<file path="src/rtl/ffrc_pkg.sv">
// Shared definitions for the FIFO flag and request controller.
// Assumes: one mode bit per queue, 0 = interrupt routing, 1 = DMA routing.
package ffrc_pkg;
    typedef enum logic {
        MODE_IRQ = 1'b0,
        MODE_DMA = 1'b1
    } req_mode_e;

    localparam int DEF_QUEUES = 6;
    localparam int EVT_KINDS  = 3;
endpackage

</file>
<file path="src/rtl/ffrc_level_flags.sv">
// Level-driven status flags (fill or drain), one per queue.
// A flag is raised whenever its level condition holds. A software clear
// (interrupt mode) or a hardware clear (DMA mode, queue reached the done
// state) forces it low for one cycle; it then re-arms from the level.
// Assumes cond_set and cond_done are complementary levels of one queue.
module ffrc_level_flags
    import ffrc_pkg::*;
#(
    parameter int NQ = DEF_QUEUES
) (
    input  logic          clk,
    input  logic          rst_n,
    input  logic [NQ-1:0] cond_set,
    input  logic [NQ-1:0] cond_done,
    input  logic [NQ-1:0] mode_sel,
    input  logic [NQ-1:0] clr_req,
    output logic [NQ-1:0] flag_q
);
    for (genvar g = 0; g < NQ; g++) begin : g_flag
        logic sw_clr;
        logic hw_clr;
        logic flag_d;

        // Decide the next flag value from the clear sources and the level.
        always_comb begin
            sw_clr = clr_req[g] && (mode_sel[g] == MODE_IRQ);
            hw_clr = cond_done[g] && (mode_sel[g] == MODE_DMA);
            if (sw_clr || hw_clr) flag_d = 1'b0;
            else                  flag_d = flag_q[g] | cond_set[g];
        end

        // Hold the flag state.
        always_ff @(posedge clk) begin
            if (!rst_n) flag_q[g] <= 1'b0;
            else        flag_q[g] <= flag_d;
        end

        // level present and no clear -> flag set next cycle
        p_level_set_r1: assert property (@(posedge clk) disable iff (!rst_n)
            (cond_set[g] && !(clr_req[g] && !mode_sel[g])) |=> flag_q[g]);
        // interrupt-mode write-one-to-clear
        p_sw_clear_r4: assert property (@(posedge clk) disable iff (!rst_n)
            (!mode_sel[g] && clr_req[g]) |=> !flag_q[g]);
        // DMA-mode hardware clear
        p_dma_clear_r5: assert property (@(posedge clk) disable iff (!rst_n)
            (mode_sel[g] && cond_done[g]) |=> !flag_q[g]);
        // DMA-mode software clear has no effect
        p_dma_wr_ignored_r5: assert property (@(posedge clk) disable iff (!rst_n)
            (mode_sel[g] && clr_req[g] && !cond_done[g] && flag_q[g]) |=> flag_q[g]);
    end
endmodule

</file>
<file path="src/rtl/ffrc_event_flags.sv">
// Sticky event flags, one per queue, set by a one-cycle pulse and
// cleared by write-one-to-clear. A pulse in the same cycle as a clear
// leaves the flag set.
// Assumes event inputs are synchronous one-cycle pulses.
module ffrc_event_flags #(
    parameter int NQ = ffrc_pkg::DEF_QUEUES
) (
    input  logic          clk,
    input  logic          rst_n,
    input  logic [NQ-1:0] evt,
    input  logic [NQ-1:0] clr_req,
    output logic [NQ-1:0] flag_q
);
    logic [NQ-1:0] flag_d;

    // Set has priority over clear.
    always_comb flag_d = evt | (flag_q & ~clr_req);

    // Hold the flags.
    always_ff @(posedge clk) begin
        if (!rst_n) flag_q <= '0;
        else        flag_q <= flag_d;
    end

    for (genvar g = 0; g < NQ; g++) begin : g_chk
        // event sets the flag even with a clear in the same cycle
        p_evt_set_r8: assert property (@(posedge clk) disable iff (!rst_n)
            evt[g] |=> flag_q[g]);
        // a clear without an event drops the flag
        p_evt_clear_r8: assert property (@(posedge clk) disable iff (!rst_n)
            (clr_req[g] && !evt[g]) |=> !flag_q[g]);
        // flag holds without a clear
        p_evt_hold_r8: assert property (@(posedge clk) disable iff (!rst_n)
            (flag_q[g] && !clr_req[g]) |=> flag_q[g]);
    end
endmodule

</file>
<file path="src/rtl/ffrc_req_router.sv">
// Routes an enabled flag to a registered interrupt or DMA request,
// according to the per-queue mode bit.
// Assumes flag, enable and mode are sampled in the same cycle.
module ffrc_req_router
    import ffrc_pkg::*;
#(
    parameter int NQ = DEF_QUEUES
) (
    input  logic          clk,
    input  logic          rst_n,
    input  logic [NQ-1:0] flag,
    input  logic [NQ-1:0] enable,
    input  logic [NQ-1:0] mode_sel,
    output logic [NQ-1:0] irq_q,
    output logic [NQ-1:0] dma_q
);
    for (genvar g = 0; g < NQ; g++) begin : g_route
        logic active;

        // A request is wanted when the flag and its enable are both high.
        always_comb active = flag[g] & enable[g];

        // Register the request onto the selected target.
        always_ff @(posedge clk) begin
            if (!rst_n) begin
                irq_q[g] <= 1'b0;
                dma_q[g] <= 1'b0;
            end else begin
                irq_q[g] <= active && (mode_sel[g] == MODE_IRQ);
                dma_q[g] <= active && (mode_sel[g] == MODE_DMA);
            end
        end

        // enabled flag in interrupt mode -> interrupt next cycle
        p_route_irq_r3: assert property (@(posedge clk) disable iff (!rst_n)
            (flag[g] && enable[g] && !mode_sel[g]) |=> (irq_q[g] && !dma_q[g]));
        // enabled flag in DMA mode -> DMA request next cycle
        p_route_dma_r3: assert property (@(posedge clk) disable iff (!rst_n)
            (flag[g] && enable[g] && mode_sel[g]) |=> (dma_q[g] && !irq_q[g]));
        // no request without the flag and its enable
        p_route_idle_r3: assert property (@(posedge clk) disable iff (!rst_n)
            !(flag[g] && enable[g]) |=> !(irq_q[g] || dma_q[g]));
    end
endmodule

</file>
<file path="src/rtl/fifo_flag_req_ctrl.sv">
// FIFO status flag and service request controller (top).
// Keeps fill, drain, overflow, underflow and overrun flags for NQ
// command/result queue pairs, routes fill and drain to interrupt or
// DMA lines, builds per-queue overflow and a combined error interrupt,
// and flags illegal fill clears issued in DMA mode.
// Assumes all inputs are synchronous to clk; event inputs are pulses.
module fifo_flag_req_ctrl
    import ffrc_pkg::*;
#(
    parameter int NQ = DEF_QUEUES
) (
    input  logic          clk,
    input  logic          rst_n,
    input  logic [NQ-1:0] cmd_full,
    input  logic [NQ-1:0] res_empty,
    input  logic [NQ-1:0] res_full,
    input  logic [NQ-1:0] res_arrive,
    input  logic [NQ-1:0] cmd_underflow,
    input  logic [NQ-1:0] trig_overrun,
    input  logic [NQ-1:0] fill_en,
    input  logic [NQ-1:0] fill_dma_sel,
    input  logic [NQ-1:0] drain_en,
    input  logic [NQ-1:0] drain_dma_sel,
    input  logic [NQ-1:0] ovf_ie,
    input  logic [NQ-1:0] unf_ie,
    input  logic [NQ-1:0] ovr_ie,
    input  logic          wr_en,
    input  logic [NQ-1:0] wr_clr_fill,
    input  logic [NQ-1:0] wr_clr_drain,
    input  logic [NQ-1:0] wr_clr_ovf,
    input  logic [NQ-1:0] wr_clr_unf,
    input  logic [NQ-1:0] wr_clr_ovr,
    input  logic          wr_clr_illegal,
    output logic [NQ-1:0] fill_flag,
    output logic [NQ-1:0] drain_flag,
    output logic [NQ-1:0] ovf_flag,
    output logic [NQ-1:0] unf_flag,
    output logic [NQ-1:0] ovr_flag,
    output logic [NQ-1:0] res_store,
    output logic [NQ-1:0] fill_irq,
    output logic [NQ-1:0] fill_dma,
    output logic [NQ-1:0] drain_irq,
    output logic [NQ-1:0] drain_dma,
    output logic [NQ-1:0] ovf_irq,
    output logic          err_irq,
    output logic          illegal_wr
);
    localparam int NEVT = EVT_KINDS * NQ;

    logic [NQ-1:0]   clr_fill_m, clr_drain_m, clr_ovf_m, clr_unf_m, clr_ovr_m;
    logic [NQ-1:0]   ovf_evt;
    logic [NEVT-1:0] evt_flags, evt_enables;
    logic            illegal_set, illegal_clr, illegal_d;
    logic            err_d;
    logic [NQ-1:0]   ovf_irq_d;

    // Qualify every clear mask with the write strobe.
    always_comb begin
        clr_fill_m  = wr_en ? wr_clr_fill  : '0;
        clr_drain_m = wr_en ? wr_clr_drain : '0;
        clr_ovf_m   = wr_en ? wr_clr_ovf   : '0;
        clr_unf_m   = wr_en ? wr_clr_unf   : '0;
        clr_ovr_m   = wr_en ? wr_clr_ovr   : '0;
    end

    // Drop arrivals at a full result queue and turn them into overflow events.
    always_comb begin
        res_store = res_arrive & ~res_full;
        ovf_evt   = res_arrive & res_full;
    end

    ffrc_level_flags #(.NQ(NQ)) u_fill (
        .clk(clk), .rst_n(rst_n),
        .cond_set(~cmd_full), .cond_done(cmd_full),
        .mode_sel(fill_dma_sel), .clr_req(clr_fill_m),
        .flag_q(fill_flag)
    );

    ffrc_level_flags #(.NQ(NQ)) u_drain (
        .clk(clk), .rst_n(rst_n),
        .cond_set(~res_empty), .cond_done(res_empty),
        .mode_sel(drain_dma_sel), .clr_req(clr_drain_m),
        .flag_q(drain_flag)
    );

    ffrc_event_flags #(.NQ(NQ)) u_ovf (
        .clk(clk), .rst_n(rst_n), .evt(ovf_evt), .clr_req(clr_ovf_m), .flag_q(ovf_flag)
    );

    ffrc_event_flags #(.NQ(NQ)) u_unf (
        .clk(clk), .rst_n(rst_n), .evt(cmd_underflow), .clr_req(clr_unf_m), .flag_q(unf_flag)
    );

    ffrc_event_flags #(.NQ(NQ)) u_ovr (
        .clk(clk), .rst_n(rst_n), .evt(trig_overrun), .clr_req(clr_ovr_m), .flag_q(ovr_flag)
    );

    ffrc_req_router #(.NQ(NQ)) u_fill_rt (
        .clk(clk), .rst_n(rst_n), .flag(fill_flag), .enable(fill_en),
        .mode_sel(fill_dma_sel), .irq_q(fill_irq), .dma_q(fill_dma)
    );

    ffrc_req_router #(.NQ(NQ)) u_drain_rt (
        .clk(clk), .rst_n(rst_n), .flag(drain_flag), .enable(drain_en),
        .mode_sel(drain_dma_sel), .irq_q(drain_irq), .dma_q(drain_dma)
    );

    // Gather the error flags and their enables into one vector.
    always_comb begin
        evt_flags   = {ovr_flag, unf_flag, ovf_flag};
        evt_enables = {ovr_ie, unf_ie, ovf_ie};
        err_d       = |(evt_flags & evt_enables);
        ovf_irq_d   = ovf_flag & ovf_ie;
    end

    // Register the overflow and combined error interrupts.
    always_ff @(posedge clk) begin
        if (!rst_n) begin
            ovf_irq <= '0;
            err_irq <= 1'b0;
        end else begin
            ovf_irq <= ovf_irq_d;
            err_irq <= err_d;
        end
    end

    // Work out the next sticky illegal-write state; a new violation beats the clear.
    always_comb begin
        illegal_set = |(clr_fill_m & fill_dma_sel);
        illegal_clr = wr_en & wr_clr_illegal;
        illegal_d   = illegal_set | (illegal_wr & ~illegal_clr);
    end

    // Hold the sticky illegal-write bit.
    always_ff @(posedge clk) begin
        if (!rst_n) illegal_wr <= 1'b0;
        else        illegal_wr <= illegal_d;
    end

    // a fill clear in DMA mode raises the illegal bit
    p_illegal_set_r6: assert property (@(posedge clk) disable iff (!rst_n)
        (wr_en && |(wr_clr_fill & fill_dma_sel)) |=> illegal_wr);
    // the illegal bit is sticky until cleared
    p_illegal_hold_r6: assert property (@(posedge clk) disable iff (!rst_n)
        (illegal_wr && !(wr_en && wr_clr_illegal)) |=> illegal_wr);
    // full queue drops arrivals and records overflow
    p_drop_full_r7: assert property (@(posedge clk) disable iff (!rst_n)
        (|(res_arrive & res_full)) |=> (|ovf_flag));
    // per-queue overflow interrupt follows flag and enable
    p_ovf_irq_r9: assert property (@(posedge clk) disable iff (!rst_n)
        (|(ovf_flag & ovf_ie)) |=> (|ovf_irq));
    // any enabled error flag reaches the combined interrupt
    p_err_irq_r10: assert property (@(posedge clk) disable iff (!rst_n)
        (|({ovr_flag, unf_flag, ovf_flag} & {ovr_ie, unf_ie, ovf_ie})) |=> err_irq);
    // no enabled error flag, no combined interrupt
    p_err_quiet_r10: assert property (@(posedge clk) disable iff (!rst_n)
        !(|({ovr_flag, unf_flag, ovf_flag} & {ovr_ie, unf_ie, ovf_ie})) |=> !err_irq);
endmodule

</file>
<file path="config.mk">
export PLATFORM = sky130hd
export DESIGN_NAME = fifo_flag_req_ctrl
export DESIGN_NICKNAME = d
export VERILOG_FILES = /design/src/rtl/ffrc_pkg.sv /design/src/rtl/ffrc_level_flags.sv /design/src/rtl/ffrc_event_flags.sv /design/src/rtl/ffrc_req_router.sv /design/src/rtl/fifo_flag_req_ctrl.sv
export SDC_FILE = /design/constraint.sdc
export NUM_CORES = 1
export LEC_CHECK = 0
export BUFFER_PORTS_ARGS = -buffer_cell sky130_fd_sc_hd__buf_4
export CORE_MARGIN = 8
export CORE_UTILIZATION = 41
export DETAILED_ROUTE_END_ITERATION = 8
export PLACE_DENSITY = 0.95
export SLEW_MARGIN = 20
export SYNTH_ARGS = -nofsm -noshare
export SYNTH_HDL_FRONTEND = slang
export SYNTH_SLANG_ARGS = --single-unit
</file>
<file path="constraint.sdc">
create_clock -name clk -period 3.2 [get_ports clk]
set_clock_uncertainty 0.05 [all_clocks]
set_input_delay 0.32 -clock clk [delete_from_list [all_inputs] [get_ports clk]]
set_output_delay 0.32 -clock clk [all_outputs]
set_load 0.03 [all_outputs]
</file>
Yosys cells after proc, flatten, opt, wreduce, memory -nomap -nowiden
Index checks and enable logic that the tools add are counted.
{ "word_totals": {"word_cells": 179, "output_inout_bits": 68, "memories": 0, "latch_bits": 0, "romBits": 0, "regBits": 62, "inputBits": 112, "ram_bits": 0} }
{ "classes": {"bitwise_logic": 58, "n_shift": 0, "n_reduce_logical": 74, "n_eq_ne": 0, "order_cmp": 0, "muxes": 5, "n_addsub": 0, "div": 0, "n_mul": 0} }
{ "op_table": {"columns": ["operator", "n"], "rows": [
  ["1-bit logical AND", 48],
  ["6-bit bitwise AND", 7],
  ["6-bit NOT", 6],
  ["6-bit 2-to-1 mux", 5],
  ["2-bit OR reduction", 12],
  ["18-bit bitwise AND", 1],
  ["6-bit OR", 3],
  ["18-bit OR reduction", 1],
  ["1-bit bitwise AND", 14],
  ["1-bit NOT", 14],
  ["1-bit OR", 13],
  ["1-bit logical OR", 12],
  ["6-bit OR reduction", 1]
]} }

Logic depth before layout (Yosys ltp)
{ "depth": {"word_depth": 4, "depth_mapped": 4} }

Hierarchy
From an unflattened synthesis, not the netlist that was laid out.
{ "hier_totals": {"cells_unflattened": 241, "area_unflattened_um2": 2673.8} }
{ "modules_own_cells": {"columns": ["mod", "area_each_um2", "cells_each", "n_inst"], "rows": [
  ["ffrc_event_flags", 247.7, 18, 3],
  ["ffrc_req_router", 366.6, 25, 2],
  ["fifo_flag_req_ctrl", 671.9, 89, 1],
  ["ffrc_level_flags", 262.8, 24, 2]
]} }

Worst setup path before layout
OpenSTA, ideal clock, no wires.
{ "synth_timing": {"kind": "reg2reg", "startpoint": "register u_ovf.flag_q[5]", "endpoint": "register err_irq", "path_buffers": 0, "t_required_ps": 3018, "arrival_time_ps": 1045, "setup_ps": 132, "path_stages_with_launch": 5, "slack_ps": 1973, "path_cell_list": "dfxtp_1 -> a22o_1 -> a221oi_2 -> and3_1 -> a31oi_1"} }
{ "synth_between": {"elab_chain_len": 2} }
{ "synth_lines": {"columns": ["item", "line", "text"], "rows": [
  ["from (decl)", "ffrc_event_flags.sv:12", "output logic [NQ-1:0] flag_q"],
  ["from (signal assigned)", "ffrc_event_flags.sv:22", "else flag_q <= flag_d;"],
  ["18-bit bitwise AND", "fifo_flag_req_ctrl.sv:112", "err_d = |(evt_flags & evt_enables);"],
  ["18-bit OR reduction", "fifo_flag_req_ctrl.sv:112", null],
  ["to (signal assigned)", "fifo_flag_req_ctrl.sv:123", "err_irq <= err_d;"],
  ["to (decl)", "fifo_flag_req_ctrl.sv:45", "output logic err_irq,"]
]} }
No other way between the ends.
A chain may end at the register's enable or synchronous reset.

Worst setup path in the final report
{ "layout_timing": {"startpoint": "register u_ovf.flag_q[0]", "endpoint": "output port ovf_flag[0]"} }
{ "layout_lines": {"columns": ["item", "line", "text"], "rows": [
  ["to (decl)", "fifo_flag_req_ctrl.sv:36", "output logic [NQ-1:0] ovf_flag,"]
]} }
No word-level cell between the ends.

==> results.json <==
{
  "antenna_found_initial": 0,
  "worst_path_max_delay_cell": "dfxtp_1",
  "hold_end": "u_drain_rt.irq_q[0]$_SDFF_PN0_",
  "power_uw": 1960,
  "cp.required_ps": 2830,
  "cts_tree": "built",
  "grt_setup_unrepaired": "no",
  "fp.dieW_um": 88.5,
  "clkPwrFrac": 0.402,
  "fin_area_mm2": 0.00377,
  "firstDrtPassIters": 4,
  "die_h_um": 88.5,
  "internal_power_uw": 1480,
  "peakVddDrop_mv": 0.404,
  "drc": 0,
  "viasPerCell": 4.95,
  "gp_congestion": 0.811,
  "share_comb_of_total_power": 0.174,
  "maxCapViolCount": 0,
  "cp.arrival_ps": 900,
  "hold_buffers": 0,
  "yosysSeqAreaShare": 0.577,
  "nets": 521,
  "synthTopCellsByCount": "dfxtp_1, nor2_1, nand2_1, nand3_1",
  "p_sw_frac": 0.247,
  "final-hold-violation-count": 0,
  "die_area_mm2": 0.00782,
  "path_delay_family": "flip-flops",
  "drtIter0Drc": 93,
  "post_cts_buffers": 0,
  "area_delta_synth_final_pct": 75.1,
  "clk_pin_slew_ps": 70,
  "worst-path-max-fanout": 4,
  "yosysMostFrequentCell": "dfxtp_1",
  "io_pins": 180,
  "grt_pass1_wl_um": 12100,
  "hold_path_startpoint": "drain_dma_sel[0]",
  "netlist-cell-type-count": 20,
  "fin_cells": 484,
  "async_flop_share": 0,
  "h-tree-depth": 3,
  "maxSlewViolCount": 0,
  "start_util": 0.424,
  "port_buffers": 179,
  "switchingPower_uw": 485,
  "period_share": 0.397,
  "yosys_register_bits": 62,
  "synth_edf_count": 0,
  "worst-setup-path-type": "reg -> out",
  "critical_path_buf_inv_count": 1,
  "total_leakage_power_uw": 0.00190,
  "routed_wl_um": 8090,
  "dp.cells": 468,
  "grt_overflow": 0,
  "clock_sinks": 62,
  "tightest_slew_ps": 565,
  "setup_tns_ps": 0,
  "clock_path_buffers": 2,
  "synth_top_area_frac": 0.577,
  "ys.flop_type": "dfxtp_1",
  "r2r_slack_ps": 2000,
  "utilization": 0.743,
  "vias": 2397,
  "grt_max_degree": 33,
  "crit_chain": "buf_4",
  "hold_class": "in -> reg",
  "powerDensity_mw_per_mm2": 521,
  "finalSetupViolCount": 0,
  "syn-mean-instance-area_um2": 9.48,
  "min_path_cells": 2,
  "grt_pass1_vias": 2522,
  "netlist_instances": 227,
  "reg2reg_to": "err_irq$_SDFF_PN0_",
  "r2r.worst_path.cells": 4,
  "yosys-top-cells-area": "dfxtp_1, nor2_1, a311oi_1",
  "cts_root_buf": "clkbuf_8",
  "period_needed_ps": 1270,
  "end_kind": "primary output",
  "core-area_mm2": 0.00507,
  "slowest_delay_ps": 380,
  "fmax_mhz": 787,
  "netlist_area_mm2": 0.00215,
  "ant_nets": 0,
  "cts_resized": 0,
  "seqPwrFrac": 0.424,
  "antennaDiodeCount": 0,
  "timing.slew.headroom": 0.623,
  "cts_buffers": 9,
  "timing.rr.start": "u_ovf.flag_q[5]$_SDFF_PN0_",
  "place_area_mm2": 0.00353,
  "critPathLaunchType": "register",
  "syn_nets": 339,
  "ys_warn_count": 0,
  "fp-row-count": 26,
  "outcome": "finished, final reports clean",
  "post-dp-hpwl_um": 6500,
  "post_route_cells_drive_above_1_share": 0.481,
  "yosysTopAreaCell": "dfxtp_1",
  "grtUsageTotal": 0.202,
  "insertion_delay_ps": 320,
  "post_drt_wl_per_cell_um": 16.7
}
==> worst max-delay path by stage <==
stage                                     startpoint                     endpoint  slack [ps]  cells after the start
after floorplan           u_ovf.flag_q[5]$_SDFF_PN0_           err_irq$_SDFF_PN0_        1970                      4
after global placement                     ovf_ie[5]           err_irq$_SDFF_PN0_        1910                      5
after detailed placement                       rst_n  u_fill.flag_q[5]$_SDFF_PP0_        1860                      3
after CTS                 u_ovf.flag_q[0]$_SDFF_PN0_                  ovf_flag[0]        1920                      1
after global routing      u_ovf.flag_q[0]$_SDFF_PN0_                  ovf_flag[0]        1880                      1
final                     u_ovf.flag_q[0]$_SDFF_PN0_                  ovf_flag[0]        1930                      1
==> final cells by class <==
cell class,instances,area [um2]
clock buffer,13,169
clock inverter,3,65.1
fill,378,1310
inverter,13,48.8
multi-input combinational,144,813
sequential,62,1240
tap,70,87.6
timing repair buffer,179,1340
==> power by group through the flow <==
stage	sequential [uW]	clock, uW	combinational (uW)
final	833	789	342
after global routing	837	838	367
after CTS	833	803	345
after detailed placement	850	0	345
after global placement	848	0	336
after floorplan	915	0	84.9
==> cell usage in the layout, fill, tap and decap left out, drive strengths merged <==
cell    netlist  routed
a311oi       12      12
a22oi        11      11
a21boi       12      12
nand2        19      19
nor2b         6       6
clkinv        0       1
a221oi        4       4
clkbuf        0      13
a21oi        12      12
dfxtp        62      62
a22o          4       4
nand3        13      13
buf           8     179
nor2         43      43
inv          13      13
bufinv        0       2
and3          7       7
a31oi         1       1
==> stage by stage <==
stage	hold WS, ps	setup slack (ps)
3_3_place_gp	430	1910
4_1_cts	84.4	1920
3_5_place_dp	440	1860
5_1_grt	87.5	1880
2_1_floorplan	342	1970
6_report	102	1930
==> kinds of logic (layout without fill, tap and decap cells) <==
| kind of cell | Yosys count | count (layout) | synth area share |
|---|---|---|---|
| AOI/OAI and AO/OA | 56 | 56 | 0.201 |
| and+or+nand+nor | 88 | 88 | 0.177 |
| DFF | 62 | 62 | 0.577 |
| buffers and inverters | 21 | 208 | 0.0453 |
==> layer usage <==
layer  GRT usage  wire, um
met1       0.195      2810
met4      0.0968       167
met5           0         0
met2       0.353      4240
met3      0.0956       873
Power figures use the tool's default switching activity.
